File: config.mk
export PLATFORM = sky130hd
export DESIGN_NAME = coinc_veto_unit
export DESIGN_NICKNAME = d
export VERILOG_FILES = /design/src/rtl/cv_pkg.sv /design/src/rtl/cv_stretch.sv /design/src/rtl/cv_delay.sv /design/src/rtl/cv_pulse_gen.sv /design/src/rtl/coinc_veto_unit.sv
export SDC_FILE = /design/constraint.sdc
export NUM_CORES = 1
export LEC_CHECK = 0
export ABC_AREA = 1
export CORE_MARGIN = 8
export CORE_UTILIZATION = 55
export CTS_CLUSTER_SIZE = 25
export DETAILED_ROUTE_END_ITERATION = 16
export DONT_BUFFER_PORTS = 1
export MAX_ROUTING_LAYER = met4
export PLACE_DENSITY = 0.73
export SETUP_SLACK_MARGIN = 0.2
export SYNTH_ARGS = -nofsm -noshare
export SYNTH_HDL_FRONTEND = slang
export SYNTH_HIERARCHICAL = 1
export SYNTH_SLANG_ARGS = --single-unit
File: constraint.sdc
create_clock -name clk_i -period 1.6 [get_ports clk_i]
set_input_delay 0.08 -clock clk_i [delete_from_list [all_inputs] [get_ports clk_i]]
set_output_delay 0.08 -clock clk_i [all_outputs]
set_load 0.005 [all_outputs]
File: src/rtl/cv_pkg.sv
package cv_pkg;
  typedef enum logic [1:0] {
    ROLE_OFF   = 2'b00,
    ROLE_COINC = 2'b01,
    ROLE_VETO  = 2'b10,
    ROLE_OFF_B = 2'b11
  } role_e;
endpackage

File: src/rtl/cv_stretch.sv
module cv_stretch #(
  parameter int WIN = 4
) (
  input  logic clk_i,
  input  logic rst_ni,
  input  logic trig_i,
  output logic open_o
);
  localparam int CW = $clog2(WIN + 1);
  localparam logic [CW-1:0] LOAD = CW'(WIN);

  logic [CW-1:0] cnt_q;

  always_ff @(posedge clk_i or negedge rst_ni) begin
    if (!rst_ni)           cnt_q <= '0;
    else if (trig_i)       cnt_q <= LOAD;
    else if (cnt_q != '0)  cnt_q <= cnt_q - 1'b1;
  end

  assign open_o = (cnt_q != '0);
endmodule

File: src/rtl/cv_delay.sv
module cv_delay #(
  parameter int DEPTH = 5
) (
  input  logic clk_i,
  input  logic rst_ni,
  input  logic d_i,
  output logic q_o
);
  logic [DEPTH-1:0] pipe_q;

  generate
    if (DEPTH == 1) begin : g_one
      always_ff @(posedge clk_i or negedge rst_ni) begin
        if (!rst_ni) pipe_q <= '0;
        else         pipe_q <= d_i;
      end
    end else begin : g_many
      always_ff @(posedge clk_i or negedge rst_ni) begin
        if (!rst_ni) pipe_q <= '0;
        else         pipe_q <= {pipe_q[DEPTH-2:0], d_i};
      end
    end
  endgenerate

  assign q_o = pipe_q[DEPTH-1];
endmodule

File: src/rtl/cv_pulse_gen.sv
module cv_pulse_gen #(
  parameter int WIDTH = 40,
  parameter int CNT_W = 16
) (
  input  logic             clk_i,
  input  logic             rst_ni,
  input  logic             trig_i,
  output logic             pulse_o,
  output logic [CNT_W-1:0] lost_o
);
  localparam int WW = $clog2(WIDTH + 1);
  localparam logic [WW-1:0] LOAD = WW'(WIDTH);

  logic [WW-1:0]    w_q;
  logic [CNT_W-1:0] lost_q;
  logic             busy;

  assign busy = (w_q != '0);

  always_ff @(posedge clk_i or negedge rst_ni) begin
    if (!rst_ni)            w_q <= '0;
    else if (trig_i && !busy) w_q <= LOAD;
    else if (busy)          w_q <= w_q - 1'b1;
  end

  // dead-time drop, saturating
  always_ff @(posedge clk_i or negedge rst_ni) begin
    if (!rst_ni)                                lost_q <= '0;
    else if (trig_i && busy && (lost_q != '1)) lost_q <= lost_q + 1'b1;
  end

  assign pulse_o = busy;
  assign lost_o  = lost_q;
endmodule

File: src/rtl/coinc_veto_unit.sv
module coinc_veto_unit
  import cv_pkg::*;
#(
  parameter int N_IN      = 8,
  parameter int COINC_WIN = 4,
  parameter int VETO_WIN  = 8,
  parameter int COINC_DLY = 5,
  parameter int OUT_WIDTH = 40,
  parameter int CNT_W     = 16
) (
  input  logic              clk_i,
  input  logic              rst_ni,
  input  logic [2*N_IN-1:0] sel_i,
  input  logic [N_IN-1:0]   pulse_i,
  output logic              coinc_o,
  output logic              coinc_nv_o,
  output logic              cfg_valid_o,
  output logic [CNT_W-1:0]  lost_coinc_o,
  output logic [CNT_W-1:0]  lost_nv_o
);
  logic [N_IN-1:0] is_coinc, is_veto, win_open;
  logic veto_hit, veto_open, and_hit, and_hit_q, coinc_evt, dly_evt;
  logic trig_raw, trig_clean;

  generate
    for (genvar i = 0; i < N_IN; i++) begin : g_line
      role_e role;
      assign role        = role_e'(sel_i[2*i +: 2]);
      assign is_coinc[i] = (role == ROLE_COINC);
      assign is_veto[i]  = (role == ROLE_VETO);

      cv_stretch #(.WIN(COINC_WIN)) u_win (
        .clk_i  (clk_i),
        .rst_ni (rst_ni),
        .trig_i (pulse_i[i] & is_coinc[i]),
        .open_o (win_open[i])
      );
    end
  endgenerate

  assign veto_hit = |(pulse_i & is_veto);

  cv_stretch #(.WIN(VETO_WIN)) u_veto (
    .clk_i  (clk_i),
    .rst_ni (rst_ni),
    .trig_i (veto_hit),
    .open_o (veto_open)
  );

  assign cfg_valid_o = |is_coinc;
  // unselected lines count as satisfied; empty selection blocked by cfg_valid
  assign and_hit     = cfg_valid_o & (&(win_open | ~is_coinc));

  always_ff @(posedge clk_i or negedge rst_ni) begin
    if (!rst_ni) and_hit_q <= 1'b0;
    else         and_hit_q <= and_hit;
  end

  assign coinc_evt = and_hit & ~and_hit_q;

  cv_delay #(.DEPTH(COINC_DLY)) u_dly (
    .clk_i  (clk_i),
    .rst_ni (rst_ni),
    .d_i    (coinc_evt),
    .q_o    (dly_evt)
  );

  assign trig_raw   = dly_evt & cfg_valid_o;
  assign trig_clean = trig_raw & ~veto_open;

  cv_pulse_gen #(.WIDTH(OUT_WIDTH), .CNT_W(CNT_W)) u_out_raw (
    .clk_i   (clk_i),
    .rst_ni  (rst_ni),
    .trig_i  (trig_raw),
    .pulse_o (coinc_o),
    .lost_o  (lost_coinc_o)
  );

  cv_pulse_gen #(.WIDTH(OUT_WIDTH), .CNT_W(CNT_W)) u_out_nv (
    .clk_i   (clk_i),
    .rst_ni  (rst_ni),
    .trig_i  (trig_clean),
    .pulse_o (coinc_nv_o),
    .lost_o  (lost_nv_o)
  );
endmodule

==> run_results.csv <==
group,metric,value,unit
run_status,status,"finished, violations left",
run_status,failed_checks,"negative hold slack",
synth,post-synth-top-count-cell,"nand2_1",
power_and_ir_drop,power_density,1510,nW/um^2
synth,synth_cell_types,25,
timing,hold_viol,78,
flow_run,drv_cap,0,
cells_and_area,diodes,0,
worst_setup_path,timing.critical_path.buf_inv,0,
timing,timing.final.crit_share,0.919,
timing,slew_viol_final,0,
die,dieArea,12100,sq um
timing,timing.hold.ws,-577,ps
place,dp_hpwl,7550,um
worst_setup_path,crit_path_end_kind,"flop",
die,die_h,110,um
detailed_routing,wire_per_inst,13.8,um
synth,synthAdderAreaFrac,0.0594,
detailed_routing,drc_errors,0,
synth,synth_compound_area_frac,0.0232,
worst_setup_path,cp.required,1830,ps
die,io_pins,61,
synth,yosys-top-cells-area,"dfrtp_1 (40%), nand2_1 (16%), inv_1 (6.6%), nor2_1 (6.0%), ha_1 (5.9%)",
grt,grt_pass1_wl,17700,um
detailed_routing,antenna_left,0,
synth,synthesis.nets,718,
worst_setup_path,critical_path_peak_fanout,6,
synth,synth.cell_area,4850,sq um
timing,fmax,680,MHz
cells_and_area,nets,773,
power_and_ir_drop,p_leak,2.91,nW
grt,grt_start_max_net_pins,79,
synth,yosys_warnings,6,
grt,grt_usage,0.186,
synth,synth_enable_flop_cells,0,
worst_setup_path,start_kind,"flop",
cells_and_area,area_growth,22.0,%
timing,setup_viol,0,
min_path,hold_class,"primary input to async pin",
worst_setup_path,max_stage_delay,450,ps
grt,grt_overflow,0,
cts,cts_tree,"done",
synth,synthFlopType,"dfrtp_1",
cts,cts_root_buf,"clkbuf_8",
detailed_routing,vias,4402,
detailed_routing,first_iter_violations,218,
worst_setup_path,path_depth,7,
die,num_rows,34,
synth,synth_xor_area_frac,0.0217,
cts,clock_latency,340,ps
worst_setup_path,path_cells,"nand2_1 > nor2_1 > nand2_1 > nor2_1 > nand3_1 > nand2_1 > nand2_1",
synth,synth-simple-area-share,0.402,
grt,antenna_found_initial,0,
cts,cts_buffers,9,
place,gp_congestion,0.851,
cts,cts-htree-levels,3,
worst_setup_path,cpLargestDelayFamily,"simple AND/OR/NAND/NOR gates",
timing,worst_pin_slew,413,ps
synth,synthArstFlopShare,1.00,
place,io_buffers,0,
detailed_routing,routed_wl,11500,um
detailed_routing,dr.pass1.iters,5,
synth,synth-seq-area-share,0.403,
worst_setup_path,arrival,1700,ps
synth,postSynthCellCount,669,
synth,synthMuxAreaShare,0,
place,placed_area,5140,sq um
synth,synth_top_family_by_area,"simple AND/OR/NAND/NOR gates",
synth,syn_area_per_cell,7.25,sq um
die,start_util,0.561,
synth,synth_top_area_cell,"dfrtp_1",
die,die_width,110,um
timing,period_minus_slack,1470,ps
cts,clkSlewWorstSetupHoldPaths,80,ps
cells_and_area,drive_above_1_share,0.270,
synth,ys_ff_latch,78,
worst_setup_path,cpMostUsedCell,"nand2_1",
worst_setup_path,worst_r2r_path_depth,7,
synth,synth_top_area_share,0.403,
detailed_routing,vias_per_cell,5.26,
cts,cts-hold-fix-buffers,4,
timing,relSlewSlack,0.723,
timing,skew,12.3,ps
timing,rsz0062_at_grt,"true",
cts,cts_sinks,78,
die,core_area,8640,sq um
grt,first_global_vias,4016,
cts,cts_buffer_depth,2,
synth,synth_common_cells,"nand2_1 (211), inv_1 (85), dfrtp_1 (78), nor2_1 (78), nand3_1 (49)",
power_and_ir_drop,vdd_ir_drop_max,0.000856,V
cells_and_area,stdcell_area,5920,sq um
worst_setup_path,crit_type,"flop to flop",
worst_setup_path,critPathSlowestCell,"dfrtp_2",
==> through the flow <==
stage	setup slack (ps)	instances	power (W)	utilization	setup TNS [ps]
floorplan	211	669	0.00577	-	0
global placement	18.4	794	0.00632	0.595	0
finish	129	837	0.00890	0.685	0
CTS	165	822	0.00798	0.636	0
detailed placement	-18.6	794	0.00652	0.595	-21.6
global route	32.3	837	0.00970	0.685	0
==> area by class of cell <==
cell class | instances | area (sq um)
repair buffers | 46 | 409
multi-input cells | 484 | 2840
well taps | 108 | 135
flip-flops and latches | 78 | 1970
fillers | 681 | 2720
clock buffers | 12 | 135
inverters | 105 | 402
clock inverters | 4 | 23.8
==> placed cells by master (no fill, tap or decap), drive strengths merged <==
cell and instances:
nand2 236, inv 102, nor2 93, dfrtp 78
nand3 53, buf 41, nand4 31, ha 23
o21ai 14, clkbuf 13, xnor2 12, nand3b 8
clkinv 7, o31ai 4, dlygate4sd3 4, or2 4
o22ai 2, and3 2, nor3 2
==> path summary, 6_finish.rpt <==
kind | startpoint | end | slack, ps
setup reg to reg | u_out_nv/lost_o[3] | u_out_nv/lost_o[15] | 130
min in group clk_i | sel_i[4] | g_line[2].u_win/cnt_q[2] | 10
hold / removal | rst_ni | g_line[6].u_win/cnt_q[0] | -580
setup / recovery | u_out_nv/lost_o[3] | u_out_nv/lost_o[15] | 130
max in group asynchronous | rst_ni | u_out_nv/lost_o[13] | 2030
hold reg to reg | u_dly/pipe_q[2] | u_dly/pipe_q[3] | 350
==> logic make-up after synthesis <==
kind of cell	count (synthesis)
xor gates and xnor gates	12
buffers and inverters	109
AOI/OAI and AO/OA	20
adders and majority gates	23
and+or+nand+nor	427
DFF	78
==> report_power, final <==
part           switching [W]  internal (W)
clock               0.000725      0.000562
sequential          0.000599       0.00269
combinational        0.00239       0.00194
total                0.00372       0.00519
==> worst register-to-register path: cells and delay by family, from the launching register on <==
family | cells | cell delay, ps
flip-flops | 1 | 450
AND/OR/NAND/NOR | 7 | 930
==> metal layers <==
metal	GRT usage	wire, um
met1	0.214	4770
met2	0.314	5870
met3	0.0399	603
met4	0.0646	265
met5	-	0
==> state kept, by name, summed over array words and instances (netlist names) <==
register,count
and_hit_q,1
g_line.u_win/cnt_q,24
u_dly/pipe_q,5
u_out_nv/lost_o,16
u_out_nv/w_q,6
u_out_raw/lost_o,16
u_out_raw/w_q,6
u_veto/cnt_q,4
==> timing repair <==
action | CTS | global route
hold endpoints to repair | 82 | 78
buffers inserted | 7 | 13
pin swaps | 6 | 23
setup endpoints to repair | 32 | 45
gates cloned | 1 | 2
resized for setup | 16 | 88
No activity file was read; power rests on OpenSTA's default activity.
